===== config.mk =====
export PLATFORM = sky130hd
export DESIGN_NAME = cc_line_sched
export DESIGN_NICKNAME = d
export VERILOG_FILES = /design/src/rtl/cc_pkg.sv /design/src/rtl/cc_line_match.sv /design/src/rtl/cc_byte_collect.sv /design/src/rtl/cc_commit.sv /design/src/rtl/cc_line_sched.sv
export SDC_FILE = /design/constraint.sdc
export NUM_CORES = 1
export LEC_CHECK = 0
export BUFFER_PORTS_ARGS = -buffer_cell sky130_fd_sc_hd__buf_2
export CAP_MARGIN = 20
export CORE_MARGIN = 2
export CORE_UTILIZATION = 40
export CTS_CLUSTER_SIZE = 20
export DETAILED_ROUTE_END_ITERATION = 7
export PLACE_DENSITY_LB_ADDON = 0.3
export SLEW_MARGIN = 20
export SYNTH_ARGS = -nofsm -noshare
export SYNTH_HDL_FRONTEND = slang
export SYNTH_SLANG_ARGS = --single-unit

===== constraint.sdc =====
create_clock -name clk_i -period 4.8 [get_ports clk_i]
set_clock_uncertainty 0.15 [all_clocks]
set_input_delay 0.24 -clock clk_i [delete_from_list [all_inputs] [get_ports clk_i]]
set_output_delay 0.24 -clock clk_i [all_outputs]
set_load 0.005 [all_outputs]

===== src/rtl/cc_pkg.sv =====
package cc_pkg;
  localparam int unsigned BYTE_W     = 8;
  localparam int unsigned GRP_BYTES  = 4;
  localparam int unsigned HALF_BYTES = GRP_BYTES / 2;
  localparam int unsigned HALF_W     = BYTE_W * HALF_BYTES;
  localparam int unsigned GRP_W      = BYTE_W * GRP_BYTES;
  localparam int unsigned PTR_W      = $clog2(GRP_BYTES);

  typedef logic [BYTE_W-1:0] cc_byte_t;
  typedef logic [GRP_W-1:0]  cc_group_t;
  typedef logic [HALF_W-1:0] cc_half_t;
  typedef logic [1:0]        cc_lines_t;  // bit0 = line A, bit1 = line B
endpackage


===== src/rtl/cc_line_match.sv =====
module cc_line_match #(
  parameter int unsigned LINE_W = 10,
  parameter int unsigned LINE_A = 21,
  parameter int unsigned LINE_B = 284
) (
  input  logic [LINE_W-1:0] line_cnt_i,
  input  logic              field_i,
  output logic              on_a_o,
  output logic              on_b_o,
  output logic              hold_o
);
  logic is_a, is_b;

  assign is_a   = (line_cnt_i == LINE_W'(LINE_A));
  assign is_b   = (line_cnt_i == LINE_W'(LINE_B));
  assign on_a_o = is_a && !field_i;
  assign on_b_o = is_b &&  field_i;
  // commit is blocked on either caption line number, whatever the field
  assign hold_o = is_a || is_b;
endmodule


===== src/rtl/cc_byte_collect.sv =====
module cc_byte_collect
  import cc_pkg::*;
(
  input  logic      clk_i,
  input  logic      rst_ni,
  input  cc_lines_t en_i,
  input  logic      wr_en_i,
  input  cc_byte_t  wr_data_i,
  output logic      done_o,
  output cc_lines_t mask_o,
  output cc_group_t group_o
);
  logic [PTR_W-1:0] ptr_q, ptr_eff, idx;
  cc_lines_t        en_q;
  cc_byte_t         shadow_q [GRP_BYTES];
  cc_byte_t         shadow_d [GRP_BYTES];
  logic             full_grp, last;

  assign full_grp = (en_i == 2'b00) || (en_i == 2'b11);
  assign ptr_eff  = (en_i != en_q) ? '0 : ptr_q;
  assign last     = full_grp ? (ptr_eff == PTR_W'(GRP_BYTES - 1))
                             : (ptr_eff == PTR_W'(HALF_BYTES - 1));
  // line-B-only writes land in the upper half
  assign idx      = (en_i == 2'b10) ? ptr_eff + PTR_W'(HALF_BYTES) : ptr_eff;
  assign done_o   = wr_en_i && last;
  assign mask_o   = full_grp ? 2'b11 : en_i;

  for (genvar b = 0; b < GRP_BYTES; b++) begin : g_byte
    assign shadow_d[b] = (wr_en_i && idx == PTR_W'(b)) ? wr_data_i : shadow_q[b];
    assign group_o[b*BYTE_W +: BYTE_W] = shadow_d[b];

    always_ff @(posedge clk_i or negedge rst_ni) begin
      if (!rst_ni) shadow_q[b] <= '0;
      else         shadow_q[b] <= shadow_d[b];
    end
  end

  always_ff @(posedge clk_i or negedge rst_ni) begin
    if (!rst_ni) begin
      ptr_q <= '0;
      en_q  <= '0;
    end else begin
      en_q <= en_i;
      if (wr_en_i) ptr_q <= last ? '0 : ptr_eff + 1'b1;
      else         ptr_q <= ptr_eff;
    end
  end
endmodule


===== src/rtl/cc_commit.sv =====
module cc_commit
  import cc_pkg::*;
(
  input  logic      clk_i,
  input  logic      rst_ni,
  input  logic      done_i,
  input  cc_lines_t mask_i,
  input  cc_group_t group_i,
  input  logic      hold_i,
  output cc_group_t active_o
);
  for (genvar h = 0; h < 2; h++) begin : g_half
    cc_half_t stage_q, act_q;
    logic     pend_q;

    assign active_o[h*HALF_W +: HALF_W] = act_q;

    always_ff @(posedge clk_i or negedge rst_ni) begin
      if (!rst_ni) begin
        stage_q <= '0;
        act_q   <= '0;
        pend_q  <= 1'b0;
      end else begin
        if (!hold_i && pend_q) act_q <= stage_q;
        // a new group replaces any uncommitted one
        if (done_i && mask_i[h]) stage_q <= group_i[h*HALF_W +: HALF_W];
        pend_q <= (hold_i && pend_q) || (done_i && mask_i[h]);
      end
    end
  end
endmodule


===== src/rtl/cc_line_sched.sv =====
module cc_line_sched
  import cc_pkg::*;
#(
  parameter int unsigned LINE_W = 10,
  parameter int unsigned LINE_A = 21,
  parameter int unsigned LINE_B = 284
) (
  input  logic              clk_i,
  input  logic              rst_ni,
  input  logic              en_a_i,
  input  logic              en_b_i,
  input  logic              wr_en_i,
  input  logic [7:0]        wr_data_i,
  input  logic [LINE_W-1:0] line_cnt_i,
  input  logic              field_i,
  output logic [15:0]       cc_word_o,
  output logic              cc_valid_o,
  output logic              blank_o
);
  cc_lines_t en, mask;
  cc_group_t group, active;
  logic      on_a, on_b, hold, done, sel_a, sel_b;

  assign en = {en_b_i, en_a_i};

  cc_line_match #(.LINE_W(LINE_W), .LINE_A(LINE_A), .LINE_B(LINE_B)) match_i (
    .line_cnt_i(line_cnt_i), .field_i(field_i),
    .on_a_o(on_a), .on_b_o(on_b), .hold_o(hold)
  );

  cc_byte_collect collect_i (
    .clk_i(clk_i), .rst_ni(rst_ni), .en_i(en),
    .wr_en_i(wr_en_i), .wr_data_i(wr_data_i),
    .done_o(done), .mask_o(mask), .group_o(group)
  );

  cc_commit commit_i (
    .clk_i(clk_i), .rst_ni(rst_ni), .done_i(done), .mask_i(mask),
    .group_i(group), .hold_i(hold), .active_o(active)
  );

  assign sel_a      = on_a && en_a_i;
  assign sel_b      = on_b && en_b_i;
  assign cc_valid_o = sel_a || sel_b;
  assign blank_o    = sel_a || sel_b;
  assign cc_word_o  = sel_a ? active[HALF_W-1:0] :
                      sel_b ? active[GRP_W-1:HALF_W] : '0;
endmodule


==> results.toml, run 1 <==
[global_route]
grt_max_degree = 56
overflow = 0
antenna_found_initial = 0
grt_use_total = 0.1722
grt_pass1_wl_um = 15480
grtUsageMet2 = 0.2695
grt_pass1_vias = 2847
use_met1 = 0.2447
use_met3 = 0.03116
grt-busiest-layer = "met2"

[placed_design]
place_ws_ns = 2.149
gp_congestion = 0.7449
io_buffers = 41
place.detailed.hpwl_um = 6249

[yosys]
async_reset_ff_frac = 1.000
yosys_warnings = 0
synth_edf_count = 0
synth_cell_types = 37
syn_area_sq_um = 4522
synth-main-ff-cell = "dfrtp_1"
synth.area.top_cells = "dfrtp_1, mux2_2, mux2_4"
synth_fp_nets = 362
syn_inst = 336
ys_seq_area_frac = 0.5645
synth_seq_cells = 102
synth_top_area_share = 0.5645
avgSynthCellArea_sq_um = 13.46
synth_top_area_cell = "dfrtp_1"

[timing]
fin_crit_sh = 0.5499
max_freq_mhz = 378.9
rsz0062_at_grt = "no"
hold_ws_ns = 0.08866
maxSlewHeadroom = 0.5348
drv_slew = 0
min_period_ns = 2.639
worst_pin_slew_ns = 0.6956
finalHoldViolCount = 0
fin_tns_setup_ns = 0
setup_viol = 0
finalWorstSetupSlack_ns = 2.161

[setup_path]
crit_path_top_delay_cell = "nor3_2"
crit_type = "in -> reg"
path_delay_family = "buffers and inverters"
arrival_ns = 2.71
rr_startpoint = "collect_i.en_q[0]"
path_buf_inv = 4
worst_setup_path_start_kind = "primary input"
crit_chain = "dlygate4sd3_1 > buf_2 > inv_1 > ha_1 > xnor2_1 > buf_4 > nor3_2 > mux2_2"
max_stage_delay_ns = 0.59
crit_fanout = 17
reg2reg_slack_ns = 2.64
reg2regPathDepth = 4
worst_r2r_endpoint = "collect_i.shadow_q[13]"
cp.required_ns = 4.87
end_kind = "register"

[die]
coreArea_sq_um = 10940
die_y_um = 110.3
die_w_um = 110.3
rows = 38
ioPinCount = 42
start_util = 0.4135
fp.dieArea_sq_um = 12170

[layout]
final_common_cell = "dfrtp_1"
areaGrowthSynthToFinish_pct = 16.30
drive_above_1_share = 0.4439
nNetsFinal = 413
layout_common_cells = "dfrtp_1, mux2_2, nand2_1, buf_2, nor2_1"
insertedDiodeCount = 0
fill_cells = 1000
final_core_util = 0.4809

[routing]
vias = 2752
drc = 0
drtIter0Drc = 150
ant_nets = 0
routedWlPerCell_um = 17.57
vias_per_cell = 5.173
routed_wl_um = 9348
first_pass_iters = 4

[clock_tree]
clk_latency_ns = 0.34
cts.clk_slew.worst_paths_ns = 0.07
htreeDepth = 3
cts_tree = "yes"
cts_resized = 0
cts_inserted_buffers = 9
clockBufferDepth = 2
clockRootBuffer = "clkbuf_16"
cts_sinks = 102

[power_and_ir_drop]
seq_power_share = 0.512
p_sw_uw = 625.1
combPwrFrac = 0.179
peakVddDrop_v = 0.0001830
p_leak_nw = 2.501
pwr-share-clk = 0.309
power.density_nw_per_um2 = 488.4
switching_share = 0.2434
p_int_mw = 1.943

[hold_path]
whs_path_depth = 2
hold_class = "in -> reg"
holdPathEnd = "collect_i.shadow_q[27]"
min_from = "wr_data_i[3]"

[outcome]
outcome = "finished clean"

[flow_run]
maxCapViolations = 0
[through the flow]
stage / std cells / cell area, sq um / total power, mW
global route: 532 / 5259 / 2.716
CTS: 532 / 5251 / 2.595
detailed placement: 512 / 4877 / 1.791
floorplan: 336 / 4522 / 1.649
global placement: 512 / 4877 / 1.754
finish: 532 / 5259 / 2.569
[cells by family (layout without fill, tap and decap cells)]
logic type | Yosys count | count (layout) | share of synthesized area
and+or+nand+nor | 93 | 93 | 0.1007
xor gates and xnor gates | 6 | 6 | 0.01494
buffers and inverters | 13 | 69 | 0.01771
muxes | 96 | 96 | 0.2540
DFF | 102 | 102 | 0.5645
AOI/OAI and AO/OA | 24 | 24 | 0.04261
adders and majority gates | 2 | 2 | 0.005533
[area by class of cell]
type,instances,area (sq um),area share
multi-input cells,221,1897,0.3607
inverters,2,7.507,0.001428
clock inverters,4,77.57,0.01475
clock buffers,12,256.5,0.04877
well taps,140,175.2,0.03331
repair buffers,51,292.8,0.05567
flip-flops and latches,102,2552,0.4854
[synthesized netlist by cell type (2+ instances only)]
cell	count
inv_1	2
nand3_1	2
nor2_1	20
xnor2_1	2
buf_4	3
ha_1	2
nor3_2	2
mux2_2	78
nand2_2	2
nor4_4	2
mux2_4	18
xor2_1	2
a22oi_1	16
nor3b_1	3
clkbuf_1	5
dfrtp_1	102
nand2_1	53
nor2b_1	2
xnor2_2	2
[flip-flops by register name (all words and copies together), names as in the netlist]
register,flops
commit_i.g_half.stage_q,32
commit_i.g_half.act_q,32
commit_i.g_half.pend_q,2
collect_i.ptr_q,2
collect_i.shadow_q,32
collect_i.en_q,2
[power by group through the flow]
stage	Clock, mW	Combinational (mW)	Sequential [mW]
2_1_floorplan	0	0.376	1.27
3_3_place_gp	0	0.438	1.32
3_5_place_dp	0	0.460	1.33
4_1_cts	0.814	0.466	1.32
5_1_grt	0.850	0.509	1.36
6_report	0.795	0.459	1.31
[routing by layer]
| layer | part of all wire | vias up |
|---|---|---|
| met5 | 0 | - |
| met4 | 0.012 | 0 |
| met3 | 0.033 | 9 |
| met2 | 0.48 | 48 |
| met1 | 0.48 | 1408 |
| li1 | - | 1287 |
[how the worst max path moves through the flow]
stage,from,endpoint,slack [ns],cells after the start
2_1_floorplan,collect_i.en_q[1],commit_i.g_half[0].stage_q[10],2.82,5
3_3_place_gp,en_a_i,collect_i.shadow_q[22],2.23,6
3_5_place_dp,en_a_i,collect_i.shadow_q[19],2.15,6
4_1_cts,en_a_i,collect_i.shadow_q[19],1.96,7
5_1_grt,en_a_i,collect_i.shadow_q[20],2.04,7
6_report,en_a_i,collect_i.shadow_q[6],2.16,8
[worst reg2reg max path: stages, from the launching register on]
cell and delay [ns]:
dfrtp_1 0.40, xnor2_2 0.29, a31oi_1 0.19, a31oi_2 0.60, mux2_2 0.41
[what timing repair did]
action	in CTS	in global routing
buffers inserted	0	0
hold buffers	4	0
endpoints found under the hold margin	50	0
No activity file was read; power rests on OpenSTA's default activity.
==> run 2: changes to the inputs <==
- ABC_AREA: default -> 1
- clock period: 4.8 -> 2.41 ns (I/O delays scaled with it)
==> results.toml, run 2 <==
[outcome]
outcome = "finished clean"

[global_route]
grt_max_degree = 61
overflow = 0
grt-busiest-layer = "met1"
antenna_found_initial = 0
use_met1 = 0.2755
grtUsageMet2 = 0.2474
use_met3 = 0.01998
grt_use_total = 0.1762
grt_pass1_wl_um = 17660
grt_pass1_vias = 3519

[layout]
drive_above_1_share = 0.1291
areaGrowthSynthToFinish_pct = 14.09
nNetsFinal = 628
layout_common_cells = "nand2_1, dfrtp_1, nand3_1, inv_1, buf_2"
final_common_cell = "nand2_1"
reg_top3 = "collect_i.shadow_q (32), commit_i.g_half.act_q (32), commit_i.g_half.stage_q (32)"
insertedDiodeCount = 0

[yosys]
synth-main-ff-cell = "dfrtp_1"
avgSynthCellArea_sq_um = 8.324
synth_top_area_share = 0.5456
syn_area_sq_um = 4678
synth_seq_cells = 102
synth_top_area_cell = "dfrtp_1"
synth_common_cells = "nand2_1, dfrtp_1, nand3_1, inv_1, and2_1"
synth.area.top_cells = "dfrtp_1, nand2_1, nand3_1"
syn_inst = 562
synth_cell_types = 24
yosysMostFrequentCell = "nand2_1"
async_reset_ff_frac = 1.000
synth_fp_nets = 588
yosys_warnings = 0
ys_seq_area_frac = 0.5456
synth_edf_count = 0

[routing]
ant_nets = 0
drtIter0Drc = 205
vias = 3596
vias_per_cell = 4.814
routedWlPerCell_um = 13.88
routed_wl_um = 10370
drc = 0
first_pass_iters = 5

[setup_path]
reg2regPathDepth = 7
crit_fanout = 16
end_kind = "register"
worst_r2r_endpoint = "commit_i.g_half[1].stage_q[9]"
cpMostUsedCell = "nand3_1"
crit_type = "in -> reg"
crit_chain = "dlygate4sd3_1 > buf_2 > xnor2_2 > nand3_1 > nand2_2 > nand3_2 > nor2_4 > nand3_1 > nand2_1"
reg2reg_slack_ns = 0.40
rr_startpoint = "collect_i.en_q[1]"
crit_path_top_delay_cell = "dlygate4sd3_1"
path_delay_family = "simple AND/OR/NAND/NOR gates"
arrival_ns = 2.26
path_buf_inv = 2
worst_setup_path_start_kind = "primary input"
cp.required_ns = 2.54
max_stage_delay_ns = 0.53

[die]
start_util = 0.4097
ioPinCount = 42
coreArea_sq_um = 11420
rows = 39
fp.dieArea_sq_um = 12580
die_w_um = 112.1
die_y_um = 112.1

[clock_tree]
clockBufferDepth = 2
htreeDepth = 3
cts_sinks = 102
cts_tree = "yes"
cts_inserted_buffers = 9
clockRootBuffer = "clkbuf_16"
clk_latency_ns = 0.34
cts.clk_slew.worst_paths_ns = 0.06
cts_setup_buffers = 0

[placed_design]
place.detailed.hpwl_um = 7218
place_ws_ns = 0.3741
io_buffers = 41
gp_congestion = 0.7710

[hold_path]
min_from = "wr_data_i[7]"
whs_path_depth = 4
hold_class = "in -> reg"
holdPathEnd = "collect_i.shadow_q[31]"

[timing]
finalWorstSetupSlack_ns = 0.2843
drv_slew = 0
maxSlewHeadroom = 0.5866
finalHoldViolCount = 0
worst_pin_slew_ns = 0.6195
rsz0062_at_grt = "no"
fin_tns_setup_ns = 0
max_freq_mhz = 470.4
min_period_ns = 2.126
setup_viol = 0
fin_crit_sh = 0.8820

[flow_run]
maxCapViolations = 0

[power_and_ir_drop]
p_leak_nw = 2.810
peakVddDrop_v = 0.0004133
power.density_nw_per_um2 = 908.9
-- run 2: changes by cell type in the layout (fill, tap and decap cells not counted), sizes merged, moves of 4 or more --
cell,change
nand2,+141
nand3,+99
mux2,-96
inv,+68
and2,+31
o21ai,+21
a22oi,-16
nor2,-13
nand4,+4
-- run 2: logic make-up (layout without fill, tap and decap cells) --
kind of cell               after synthesis  count (layout)  share of synthesized area
and+or+nand+nor                        344             344                     0.3378
DFF                                    102             102                     0.5456
buffers and inverters                   91             133                    0.08344
AOI/OAI and AO/OA                       21              21                    0.02247
adders and majority gates                2               2                   0.005348
xor gates and xnor gates                 2               2                   0.005350
-- run 2: worst max path at each step --
stage	from	endpoint	slack (ns)	cells after the start
2_1_floorplan	collect_i.en_q[1]	collect_i.shadow_q[0]	0.74	7
3_3_place_gp	collect_i.en_q[1]	commit_i.g_half[0].stage_q[3]	0.42	8
3_5_place_dp	collect_i.en_q[1]	commit_i.g_half[0].stage_q[3]	0.37	8
4_1_cts	en_a_i	cc_word_o[14]	0.12	7
5_1_grt	en_b_i	commit_i.g_half[1].stage_q[6]	0.02	10
6_report	en_b_i	commit_i.g_half[1].stage_q[9]	0.28	9
-- run 2: power by group --
group	total, mW	switching, mW	internal, mW	leakage, nW
registers	2.55	0.290	2.26	1.24
clock network	1.50	0.610	0.894	0.148
logic	0.801	0.471	0.330	1.43
-- run 2: cell type report --
class                   count  area, sq um
clock inverters             4        73.82
repair buffers             50        297.8
multi-input cells         369         1747
clock buffers               9        225.2
fillers                  1166         6081
inverters                  70        262.8
flip-flops and latches    102         2552
well taps                 143        178.9
-- run 2: stage by stage --
step	hold slack, ns	cell area, sq um	util	std cells	power, mW
after global placement	0.003177	4991	0.4371	730	3.320
after floorplan	-0.3251	4678	-	562	3.093
final	0.06308	5338	0.4675	747	4.851
after CTS	0.05856	5330	0.4668	747	4.886
after global routing	0.08770	5338	0.4675	747	5.149
after detailed placement	0.009200	4991	0.4371	730	3.366
-- run 2: repair_timing --
action	in CTS	in global routing
endpoints found under the hold margin	45	0
hold buffers	4	0
resized for setup	0	2
endpoints found under the setup margin	0	16
-- run 2: metal layers --
layer	vias up	wire length (um)
met5	-	0
met4	0	151
met3	10	354
met2	64	4411
met1	1685	5454
li1	1837	-
-- run 2: tightest hold or removal path, delay by kind of cell --
kind	cells	cell delay, ns
and+or+nand+nor	2	0.24
buffers and inverters	2	0.15
